[src/rtl/dpr_pkg.sv]
package dpr_pkg;
   typedef enum logic [1:0] {
      ACT_HOLD = 2'd0,
      ACT_STAGE = 2'd1,
      ACT_PROMOTE = 2'd2,
      ACT_THRU = 2'd3
   } dpr_act_e;

   localparam int unsigned NUM_CH = 2;
   localparam int unsigned CH_A = 0;
   localparam int unsigned CH_B = 1;
endpackage

[src/rtl/dpr_rst_sync.sv]
module dpr_rst_sync #(
   parameter int unsigned STAGES = 2
) (
   input  logic clk,
   input  logic rst_n,
   output logic rst_act
);
   generate
      if (STAGES < 1) begin : g_bad
         $error("dpr_rst_sync: STAGES must be at least 1");
      end
      if (STAGES == 1) begin : g_single
         logic rel_q;
         always_ff @(posedge clk or negedge rst_n) begin
            if (!rst_n) rel_q <= 1'b0;
            else        rel_q <= 1'b1;
         end
         assign rst_act = ~rel_q;
      end else begin : g_chain
         logic [STAGES-1:0] rel_q;
         always_ff @(posedge clk or negedge rst_n) begin
            if (!rst_n) rel_q <= '0;
            else        rel_q <= {rel_q[STAGES-2:0], 1'b1};
         end
         assign rst_act = ~rel_q[STAGES-1];
      end
   endgenerate
endmodule

[src/rtl/dpr_decode.sv]
module dpr_decode
   import dpr_pkg::*;
(
   input  logic              wr_n,
   input  logic              ldac,
   input  logic [1:0]        addr,
   output dpr_act_e          act,
   output logic [NUM_CH-1:0] sel
);
   always_comb begin
      unique case ({wr_n, ldac})
         2'b00:   act = ACT_STAGE;
         2'b11:   act = ACT_PROMOTE;
         2'b01:   act = ACT_THRU;
         default: act = ACT_HOLD;
      endcase
   end

   always_comb begin
      sel = '0;
      unique case (addr)
         2'b00: sel[CH_A] = 1'b1;
         2'b11: sel[CH_B] = 1'b1;
         2'b10: begin
            sel[CH_A] = 1'b1;
            sel[CH_B] = 1'b1;
         end
         default: sel = '0;
      endcase
   end
endmodule

[src/rtl/dpr_chan.sv]
module dpr_chan
   import dpr_pkg::*;
#(
   parameter int unsigned DATA_W = 14
) (
   input  logic              clk,
   input  logic              rst_act,
   input  logic [DATA_W-1:0] rst_code,
   input  dpr_act_e          act,
   input  logic              sel,
   input  logic [DATA_W-1:0] din,
   output logic [DATA_W-1:0] out_q
);
   logic [DATA_W-1:0] stage_q;

   always_ff @(posedge clk) begin
      if (rst_act) begin
         stage_q <= rst_code;
         out_q   <= rst_code;
      end else if (sel) begin
         unique case (act)
            ACT_STAGE:   stage_q <= din;
            ACT_PROMOTE: out_q   <= stage_q;
            ACT_THRU: begin
               stage_q <= din;
               out_q   <= din;
            end
            default: ;
         endcase
      end
   end
endmodule

[src/rtl/dac_pair_regfront.sv]
module dac_pair_regfront
   import dpr_pkg::*;
#(
   parameter int unsigned DATA_W   = 14,
   parameter int unsigned SYNC_LEN = 2
) (
   input  logic              clk,
   input  logic              rst_n,
   input  logic              rst_mid,
   input  logic              wr_n,
   input  logic              ldac,
   input  logic [1:0]        addr,
   input  logic [DATA_W-1:0] data,
   output logic [DATA_W-1:0] dac_a,
   output logic [DATA_W-1:0] dac_b
);
   localparam logic [DATA_W-1:0] MID_CODE = {1'b1, {(DATA_W-1){1'b0}}};

   generate
      if (DATA_W < 2) begin : g_bad_w
         $error("dac_pair_regfront: DATA_W must be at least 2");
      end
   endgenerate

   logic              rst_act;
   logic [DATA_W-1:0] rst_code;
   dpr_act_e          act;
   logic [NUM_CH-1:0] sel;
   logic [DATA_W-1:0] ch_q [NUM_CH];

   assign rst_code = rst_mid ? MID_CODE : '0;

   dpr_rst_sync #(.STAGES(SYNC_LEN)) rsync_i (
      .clk     (clk),
      .rst_n   (rst_n),
      .rst_act (rst_act)
   );

   dpr_decode dec_i (
      .wr_n (wr_n),
      .ldac (ldac),
      .addr (addr),
      .act  (act),
      .sel  (sel)
   );

   generate
      for (genvar c = 0; c < NUM_CH; c++) begin : g_ch
         dpr_chan #(.DATA_W(DATA_W)) chan_i (
            .clk      (clk),
            .rst_act  (rst_act),
            .rst_code (rst_code),
            .act      (act),
            .sel      (sel[c]),
            .din      (data),
            .out_q    (ch_q[c])
         );
      end
   endgenerate

   assign dac_a = ch_q[CH_A];
   assign dac_b = ch_q[CH_B];
endmodule

[config.mk]
export PLATFORM = sky130hd
export DESIGN_NAME = dac_pair_regfront
export DESIGN_NICKNAME = d
export VERILOG_FILES = /design/src/rtl/dpr_pkg.sv /design/src/rtl/dpr_rst_sync.sv /design/src/rtl/dpr_decode.sv /design/src/rtl/dpr_chan.sv /design/src/rtl/dac_pair_regfront.sv
export SDC_FILE = /design/constraint.sdc
export NUM_CORES = 1
export LEC_CHECK = 0
export BUFFER_PORTS_ARGS = -buffer_cell sky130_fd_sc_hd__buf_2
export CAP_MARGIN = 30
export CORE_MARGIN = 4
export CORE_UTILIZATION = 39
export CTS_CLUSTER_SIZE = 25
export DETAILED_ROUTE_END_ITERATION = 10
export PLACE_DENSITY = 0.71
export SLEW_MARGIN = 15
export SYNTH_ARGS = -nofsm -noshare
export SYNTH_HDL_FRONTEND = slang
export SYNTH_SLANG_ARGS = --single-unit
[constraint.sdc]
create_clock -name clk -period 1.9 [get_ports clk]
set_input_delay 0.19 -clock clk [delete_from_list [all_inputs] [get_ports clk]]
set_output_delay 0.19 -clock clk [all_outputs]
set_load 0.05 [all_outputs]
==> results of run 1 <==
## cell usage in the layout, fill, tap and decap left out, drive strengths merged
cell type / instances
and2: 13
and2b: 1
edfxtp: 56
clkbuf: 10
o21ai: 4
mux2: 1
inv: 2
nor2: 1
a21oi: 2
buf: 56
dfrtp: 2
nand2b: 1
dlygate4sd3: 1
conb: 1
clkinv: 6
nand2: 41
a21boi: 27
## final timing paths
path                                          startpoint                        end  slack (ns)  cells past startpoint
worst min-delay path                               rst_n   rsync_i.g_chain.rel_q[0]        0.18                      2
worst max register to register  rsync_i.g_chain.rel_q[1]   g_ch[0].chan_i.out_q[13]        0.55                      3
min in group clk                                 data[7]  g_ch[1].chan_i.stage_q[7]        0.18                      2
max in group asynchronous                          rst_n   rsync_i.g_chain.rel_q[1]        1.62                      2
worst max-delay path            rsync_i.g_chain.rel_q[1]   g_ch[0].chan_i.out_q[13]        0.55                      3
worst min register to register  rsync_i.g_chain.rel_q[0]   rsync_i.g_chain.rel_q[1]        0.36                      0
## power by group through the flow
stage	clock, mW	sequential [mW]	combinational [mW]
after floorplan	0	1.79	0.115
after global placement	0	1.59	0.417
final	0.882	1.57	0.421
after CTS	0.905	1.57	0.426
after global routing	0.974	1.58	0.452
after detailed placement	0	1.60	0.423
## flip-flops by register name (all words and copies together) (netlist names)
register and count:
g_ch.chan_i.out_q 28, g_ch.chan_i.stage_q 28, rsync_i.g_chain.rel_q 2
## kinds of logic after synthesis
| family | count (synthesis) | share of synthesized area, % |
|---|---|---|
| AOI/OAI and AO/OA | 33 | 10.1 |
| and+or+nand+nor | 57 | 11.0 |
| buffers and inverters | 11 | 3.15 |
| other | 1 | 0.163 |
| muxes | 1 | 0.488 |
| DFF | 58 | 75.1 |
## routing by layer
metal	part of all wire (%)	track usage, %	up-vias
met4	2.3	6.19	0
met1	40	15.1	693
li1	-	-	684
met2	51	22.6	43
met3	7.0	6.80	10
met5	0	0	-
## area by class of cell
class	instances	area share [%]
flip-flops and latches	58	62.0
clock buffers	10	4.57
multi-input cells	92	18.0
clock inverters	6	0.851
repair buffers	57	11.1
inverters	2	0.269
well taps	72	3.23
## repair_timing
item | CTS | global route
hold buffers | 1 | 0
gates resized for setup | 0 | 0
endpoints found under the hold margin | 2 | 0
## per-stage QoR
step	utilization (%)	instance area, sq um
2_1_floorplan	-	2310
3_3_place_gp	46.9	2630
3_5_place_dp	46.9	2630
4_1_cts	49.8	2790
5_1_grt	49.8	2790
6_report	49.8	2790
==> results_dict.tcl, run 1 <==
set metrics [dict create \
    setup_ws_ns 0.546 \
    synthFlopType "edfxtp_1" \
    grtUsageTotal_pct 13.8 \
    yosysWarningCount 0 \
    finalMaxSlewViolations 0 \
    yosysSeqAreaShare_pct 75.1 \
    irDropWorstVdd_mv 0.425 \
    critPathBufInv 1 \
    cts_made_buffers 9 \
    status "complete, no violations" \
    route.vias.total 1430 \
    leakagePower_nw 1.15 \
    whs_ns 0.178 \
    ant_nets 0 \
    cts_root_buf "clkbuf_8" \
    fillers 508 \
    p_switching_uw 782 \
    die_w_microns 84.9 \
    worstSetupEndpointType "flop" \
    hold_viol_final 0 \
    synth_common_cells "edfxtp_1 (56), nand2_1 (41), a21boi_0 (26)" \
    synth_seq_cells 58 \
    drive_above_1_share_pct 30.2 \
    grt_pass1_wl_mm 7.25 \
    fin_nets 241 \
    power.share.switching_pct 27.2 \
    cts_htree_levels 3 \
    yosysTopAreaCellShare_pct 72.9 \
    clk_path_buf_depth 2 \
    wl_per_cell_microns 14.6 \
    place.port_buffers 48 \
    syn_area_per_cell_sq_um 14.3 \
    cp_data_arrival_time_ns 1.43 \
    overflow 0 \
    ys_types 17 \
    grt_max_degree 29 \
    fmax_ghz 0.738 \
    diodes 0 \
    dr.pass1.iters 4 \
    dp_hpwl_mm 2.95 \
    syn_inst 161 \
    synth_edf_count 56 \
    antenna_found_initial 0 \
    pwr-share-clk_pct 30.7 \
    ff_latch_area_sq_mm 0.00173 \
    p_per_area_mw_per_mm2 1030 \
    core.rowCount 27 \
    synth_area_sq_mm 0.00231 \
    syn2layout_area_growth_pct 21.1 \
    synth.area.top_cells "edfxtp_1 (73%), a21boi_0 (8.5%), nand2_1 (6.7%), and2_1 (3.5%), dfrtp_1 (2.2%)" \
    gp_congestion 0.713 \
    ys_async_sr_fraction_pct 3.45 \
    finalWirelength_mm 4.34 \
    fin_tns_setup_ns 0 \
    fin_crit_sh_pct 71.3 \
    drc_errors 0 \
    core_area_sq_mm 0.00561 \
    intPower_mw 2.09 \
    grt_pass1_vias 1450 \
    p_total_mw 2.87 \
    comb_power_share_pct 14.7 \
    first_iter_violations 64 \
    ioPinCount 49 \
    rsz0062_at_grt "false" \
    place_ws_ns 0.545 \
    finalSetupViolCount 0 \
    insertion_delay_ns 0.33 \
    yosys.area.top_type "edfxtp_1" \
    synth.most_common_cell "edfxtp_1" \
    syn-num-nets 182 \
    cp_top_family "flip-flops" \
    cts.sinks 58 \
    cpPeakStageDelay_ns 0.44 \
    cts_tree "done" \
    start_util_pct 41.1 \
    p_seq_share_pct 54.6 \
    layout.cells.non_filler 297 \
    die_area_sq_mm 0.00721 \
    hp-class "in2async" \
    maxCapViolations 0 \
    cp_max_fo 21 \
    dp.cells 280 \
    cts_setup_buffers 0 \
    vias_per_cell 4.81 \
    critical_path_class "reg2reg" \
    path_cells "buf_4 > a21boi_0 > a21oi_1" \
    die_h_microns 84.9 \
    cpMaxStageDelayCell "dfrtp_1" \
    worstPathRequired_ns 1.97 \
    post-route-min-period_ns 1.35 \
    startpoint_type "flop" \
    multi_input_area_sq_um 502 \
    clk_pin_slew_ns 0.06 \
    fin_skew_ns 0.00611 \
]
Power figures use the tool's default switching activity.
==> run 2, diff against run 1 <==
Settings changed: ABC_AREA set to 1, PLACE_DENSITY 0.71 to 0.74.
Clock period 1.9 ns to 1.09 ns, I/O delays scaled along.
==> results_dict.tcl, run 2 <==
set metrics [dict create \
    diodes 0 \
    start_util_pct 40.8 \
    yosysSeqAreaShare_pct 76.1 \
    wl_per_cell_microns 16.3 \
    gp_congestion 0.803 \
    finalMaxSlewViolations 0 \
    largestRegisters "g_ch.chan_i.out_q (28), g_ch.chan_i.stage_q (28), rsync_i.g_chain.rel_q (2)" \
    layout_commonest_cell "edfxtp_1" \
    overflow 0 \
    insertion_delay_ns 0.34 \
    max-slew-margin-rel_pct 54.5 \
    cts_made_buffers 9 \
    drive_above_1_share_pct 54.5 \
    cp_top_family "flip-flops" \
    critPathBufInv 1 \
    clk_path_buf_depth 2 \
    syn-num-nets 201 \
    synth_area_sq_mm 0.00227 \
    hp-class "in2reg" \
    startpoint_type "flop" \
    die_w_microns 84.4 \
    cts_htree_levels 3 \
    finalWirelength_mm 5.33 \
    clk_pin_slew_ns 0.06 \
    post-route-min-period_ns 1.23 \
    antenna_found_initial 0 \
    synth_seq_cells 58 \
    syn_area_per_cell_sq_um 12.6 \
    cpMaxStageDelayCell "dfrtp_2" \
    grt_max_degree 25 \
    hold_viol_final 0 \
    place.port_buffers 48 \
    dpl_cell_area_sq_mm 0.00266 \
    maxCapViolations 0 \
    cts_root_buf "clkbuf_8" \
    vias_per_cell 4.91 \
    cpPeakStageDelay_ns 0.52 \
    setup_ws_ns -0.145 \
    syn2layout_area_growth_pct 40.9 \
    dr.pass1.iters 4 \
    critical_path_class "reg2reg" \
    worstPathRequired_ns 1.09 \
    first_iter_violations 136 \
    synth.area.top_cells "edfxtp_1 (74%), nand2_1 (9.9%), nand3_1 (6.2%), inv_1 (3.1%), dfrtp_1 (2.2%)" \
    final_area_sq_mm 0.00321 \
    grtUsageTotal_pct 13.7 \
    status "finished, violations left" \
    grt_pass1_wl_mm 7.26 \
    fmax_ghz 0.810 \
    dp_hpwl_mm 2.93 \
    cp_data_arrival_time_ns 1.23 \
    synth.most_common_cell "nand2_1" \
    syn_inst 180 \
    whs_ns 0.0704 \
    worstSetupEndpointType "flop" \
    path_cells "clkbuf_16 > o21ai_4" \
    synth_common_cells "nand2_1 (60), edfxtp_1 (56), nand3_1 (28)" \
    fin_crit_sh_pct 113 \
    fin_skew_ns 0.00751 \
    die_area_sq_mm 0.00712 \
    cts_tree "done" \
    core_area_sq_mm 0.00557 \
    grt_pass1_vias 1532 \
    worst_pin_slew_ns 0.682 \
    drc_errors 0 \
    irDropWorstVdd_mv 0.711 \
    ant_nets 0 \
    hp-start "data[7]" \
    violations "negative setup slack" \
    leakagePower_nw 1.47 \
    yosys.area.top_type "edfxtp_1" \
    synth_edf_count 56 \
    critical_path.startpoint "rsync_i.g_chain.rel_q[1]" \
    p_per_area_mw_per_mm2 1660 \
    die_h_microns 84.4 \
    yosysWarningCount 0 \
    core.rowCount 27 \
    finalSetupViolCount 87 \
    fin_nets 271 \
    cts.sinks 58 \
    yosysTopAreaCellShare_pct 73.9 \
    route.vias.total 1607 \
    reg2reg_from "rsync_i.g_chain.rel_q[1]" \
    synthFlopType "edfxtp_1" \
    ys_types 11 \
    ioPinCount 49 \
    ys_async_sr_fraction_pct 3.45 \
    layout_common_cells "edfxtp_1 (56), buf_2 (44), nand2_1 (35)" \
    rsz0062_at_grt "true" \
    cp_max_fo 7 \
]
==> run 2: cell count changes in the layout (fill, tap and decap cells not counted), moves of 6 or more <==
cell and delta:
nand3_1 +12, nand2_1 -6, and2_1 -13, inv_2 +13
o21ai_4 +6, a21boi_0 -26, nand2_2 +23, nand3_2 +15
==> run 2: area by class of cell <==
type                    instances  area, sq um
clock buffers                  11          131
clock inverters                 5         21.3
fillers                       455         2370
inverters                      19         73.8
multi-input cells              97          647
flip-flops and latches         58         1730
well taps                      72         90.1
repair buffers                 65          509
==> run 2: kinds of logic after synthesis <==
group	after synthesis	synth area share, %
AOI/OAI and AO/OA	4	0.880
buffers and inverters	28	6.49
DFF	58	76.1
other	1	0.165
and+or+nand+nor	89	16.3
==> run 2: metal layers <==
| metal | part of all wire, % | routed length [microns] | up-vias | global-route usage, % |
|---|---|---|---|---|
| li1 | - | - | 756 | - |
| met1 | 35 | 1890 | 767 | 13.4 |
| met2 | 53 | 2810 | 62 | 23.3 |
| met3 | 7.2 | 384 | 22 | 5.99 |
| met4 | 4.6 | 244 | 0 | 9.50 |
| met5 | 0 | 0 | - | 0 |
==> run 2: worst register-to-register path, delay by kind of cell (launching register included) <==
family                 cells  cell delay (ns)
DFF                        1             0.52
buffers and inverters      1             0.23
AOI/OAI and AO/OA          1             0.15
==> run 2: metrics by stage <==
stage / util (%) / power [mW] / TNS, ns / setup slack [ns] / cells
after CTS: 51.9 / 5.17 / -2.26 / -0.0690 / 320
after global routing: 57.5 / 5.50 / -12.57 / -0.172 / 327
after global placement: 47.7 / 3.55 / -3.58 / -0.0799 / 300
after floorplan: - / 3.36 / -3.52 / -0.0663 / 180
final: 57.5 / 5.32 / -10.18 / -0.145 / 327
after detailed placement: 47.7 / 3.58 / -4.91 / -0.0971 / 300
==> run 2: path summary, 6_finish.rpt <==
| check | to | slack [ns] | depth (start not counted) |
|---|---|---|---|
| setup / recovery | g_ch[0].chan_i.stage_q[7] | -0.14 | 2 |
| min in group asynchronous | rsync_i.g_chain.rel_q[0] | 0.08 | 2 |
| hold / removal | g_ch[0].chan_i.stage_q[7] | 0.07 | 3 |
| setup reg to reg | g_ch[0].chan_i.stage_q[7] | -0.14 | 2 |
| max in group asynchronous | rsync_i.g_chain.rel_q[1] | 0.90 | 2 |
| hold reg to reg | rsync_i.g_chain.rel_q[1] | 0.36 | 0 |
==> run 2: repair_timing <==
action / in CTS / in global routing
pin swaps: 0 / 14
setup endpoints to repair: 84 / 88
buffers inserted: 0 / 3
hold endpoints to repair: 2 / 0
gates cloned: 3 / 4
hold buffers: 1 / 0
gates resized for setup: 15 / 65
==> run 2: power breakdown <==
group          switching [mW]  internal, mW  leakage (nW)
Combinational           0.667         0.280         0.787
Sequential             0.0802          2.69         0.599
Clock                   0.800         0.793        0.0796
==> run 3, diff against run 2 <==
Settings changed: PLACE_DENSITY 0.74 to 0.71, SLEW_MARGIN 15 to not set.
Clock period 1.09 ns to 1.2 ns, I/O delays scaled along.
==> results_dict.tcl, run 3 (synthesis results as in run 2) <==
set metrics [dict create \
    dp.cells 300 \
    rsz0062_at_grt "false" \
    maxCapViolations 0 \
    start_util_pct 40.8 \
    cpMaxStageDelayCell "dfrtp_2" \
    critical_path_class "reg2reg" \
    diodes 0 \
    layout_commonest_cell "nand2_1" \
    fin_tns_setup_ns 0 \
    multi_input_area_sq_um 409 \
    antenna_found_initial 0 \
    cpPeakStageDelay_ns 0.45 \
    cts_htree_levels 3 \
    post-route-min-period_ns 1.17 \
    reg2reg_slack_ns 0.03 \
    finalSetupViolCount 0 \
    dr.pass1.iters 5 \
    fin_nets 261 \
    setup_ws_ns 0.0346 \
    grt_pass1_wl_mm 6.58 \
    fillers 482 \
    place.port_buffers 48 \
    hp-class "in2reg" \
    cp_max_fo 14 \
    critPathBufInv 2 \
    path_cells "buf_6 > o21ai_2 > buf_12" \
    dp_hpwl_mm 2.82 \
    core.rowCount 27 \
    reg2reg_to "g_ch[0].chan_i.out_q[7]" \
    fin_crit_sh_pct 97.1 \
    place_ws_ns 0.0198 \
    reg2reg_from "rsync_i.g_chain.rel_q[1]" \
    overflow 0 \
    status "complete, no violations" \
    die_h_microns 84.4 \
    syn2layout_area_growth_pct 26.5 \
    grtUsageTotal_pct 12.5 \
    ant_nets 0 \
    core_area_sq_mm 0.00557 \
    die_w_microns 84.4 \
    cp-endpoint "g_ch[0].chan_i.out_q[7]" \
    dpl_cell_area_sq_mm 0.00267 \
    cts.sinks 58 \
    critical_path.startpoint "rsync_i.g_chain.rel_q[1]" \
    wl_per_cell_microns 12.7 \
    layout_common_cells "nand2_1 (59), edfxtp_1 (56), buf_2 (48)" \
    ff_latch_area_sq_mm 0.00173 \
    worstSetupEndpointType "flop" \
    layout.cells.non_filler 317 \
    fin_skew_ns 0.00513 \
    hold_viol_final 0 \
    irDropWorstVdd_mv 0.591 \
    largestRegisters "g_ch.chan_i.out_q (28), g_ch.chan_i.stage_q (28), rsync_i.g_chain.rel_q (2)" \
    drc_errors 0 \
    cp_data_arrival_time_ns 1.20 \
    ioPinCount 49 \
    startpoint_type "flop" \
    p_total_mw 4.83 \
    leakagePower_nw 1.38 \
    finalMaxSlewViolations 0 \
    whs_ns 0.0969 \
    finalWirelength_mm 4.02 \
    cp_top_family "flip-flops" \
    first_iter_violations 87 \
    gp_congestion 0.805 \
    clk_pin_slew_ns 0.06 \
    insertion_delay_ns 0.32 \
    cts_made_buffers 9 \
    cts_setup_buffers 0 \
    cts_root_buf "clkbuf_8" \
    clk_path_buf_depth 2 \
    cts_tree "done" \
    fmax_ghz 0.858 \
    p_per_area_mw_per_mm2 1680 \
    grt_max_degree 19 \
    grt_pass1_vias 1422 \
    drive_above_1_share_pct 31.0 \
    worstPathRequired_ns 1.23 \
    vias_per_cell 4.53 \
    die_area_sq_mm 0.00712 \
    crit_cells 3 \
    final_area_sq_mm 0.00288 \
    r2r_cells 3 \
    route.vias.total 1437 \
    finish.utilization_pct 51.6 \
]
## run 3: cell count changes in the layout (fill, tap and decap cells not counted), moves of 3 or more
cell and delta:
buf_2 +4, buf_4 -6, clkbuf_16 -3, inv_1 +12, inv_2 -11, nand2_1 +24
nand2_2 -21, nand2_4 -3, nand3_1 +16, nand3_2 -15, o21ai_4 -6
## run 3: layout make-up
class                   instances  share of cell area [%]
clock inverters                 4                    1.48
clock buffers                  12                    4.70
multi-input cells              94                    14.2
repair buffers                 58                    13.8
flip-flops and latches         58                    60.2
well taps                      72                    3.13
inverters                      19                    2.48
## run 3: how the worst min path moves through the flow
stage	cells after the start	endpoint	start	slack, ns
floorplan	0	rsync_i.g_chain.rel_q[0]	rst_n	-0.18
global placement	1	rsync_i.g_chain.rel_q[0]	rst_n	-0.09
detailed placement	1	rsync_i.g_chain.rel_q[1]	rst_n	-0.09
CTS	3	g_ch[0].chan_i.stage_q[10]	data[10]	0.08
global route	3	g_ch[0].chan_i.stage_q[10]	data[10]	0.08
finish	3	g_ch[0].chan_i.stage_q[10]	data[10]	0.1
## run 3: layer usage
layer  GRT usage, %  part of all wire, %  vias to the layer above
met5              0                    0                        -
met4           6.47                  1.8                        0
met3           6.67                  8.6                        7
met2           19.9                   50                       45
met1           13.6                   39                      660
li1               -                    -                      725
## run 3: report_power, final
part / leakage, nW / switching [mW] / internal [mW]
combinational: 0.689 / 0.532 / 0.190
clock: 0.0894 / 0.676 / 0.943
sequential: 0.599 / 0.0458 / 2.44
## run 3: worst min-delay path, delay by kind of cell
family,cells,cell delay (ns)
simple gates,1,0.04
buf+inv,2,0.14
## run 3: repair_timing
item                       4_1_cts  5_1_grt
hold buffers                     1        0
setup endpoints to repair        0       75
resized for setup                0        8
hold endpoints to repair         2        0
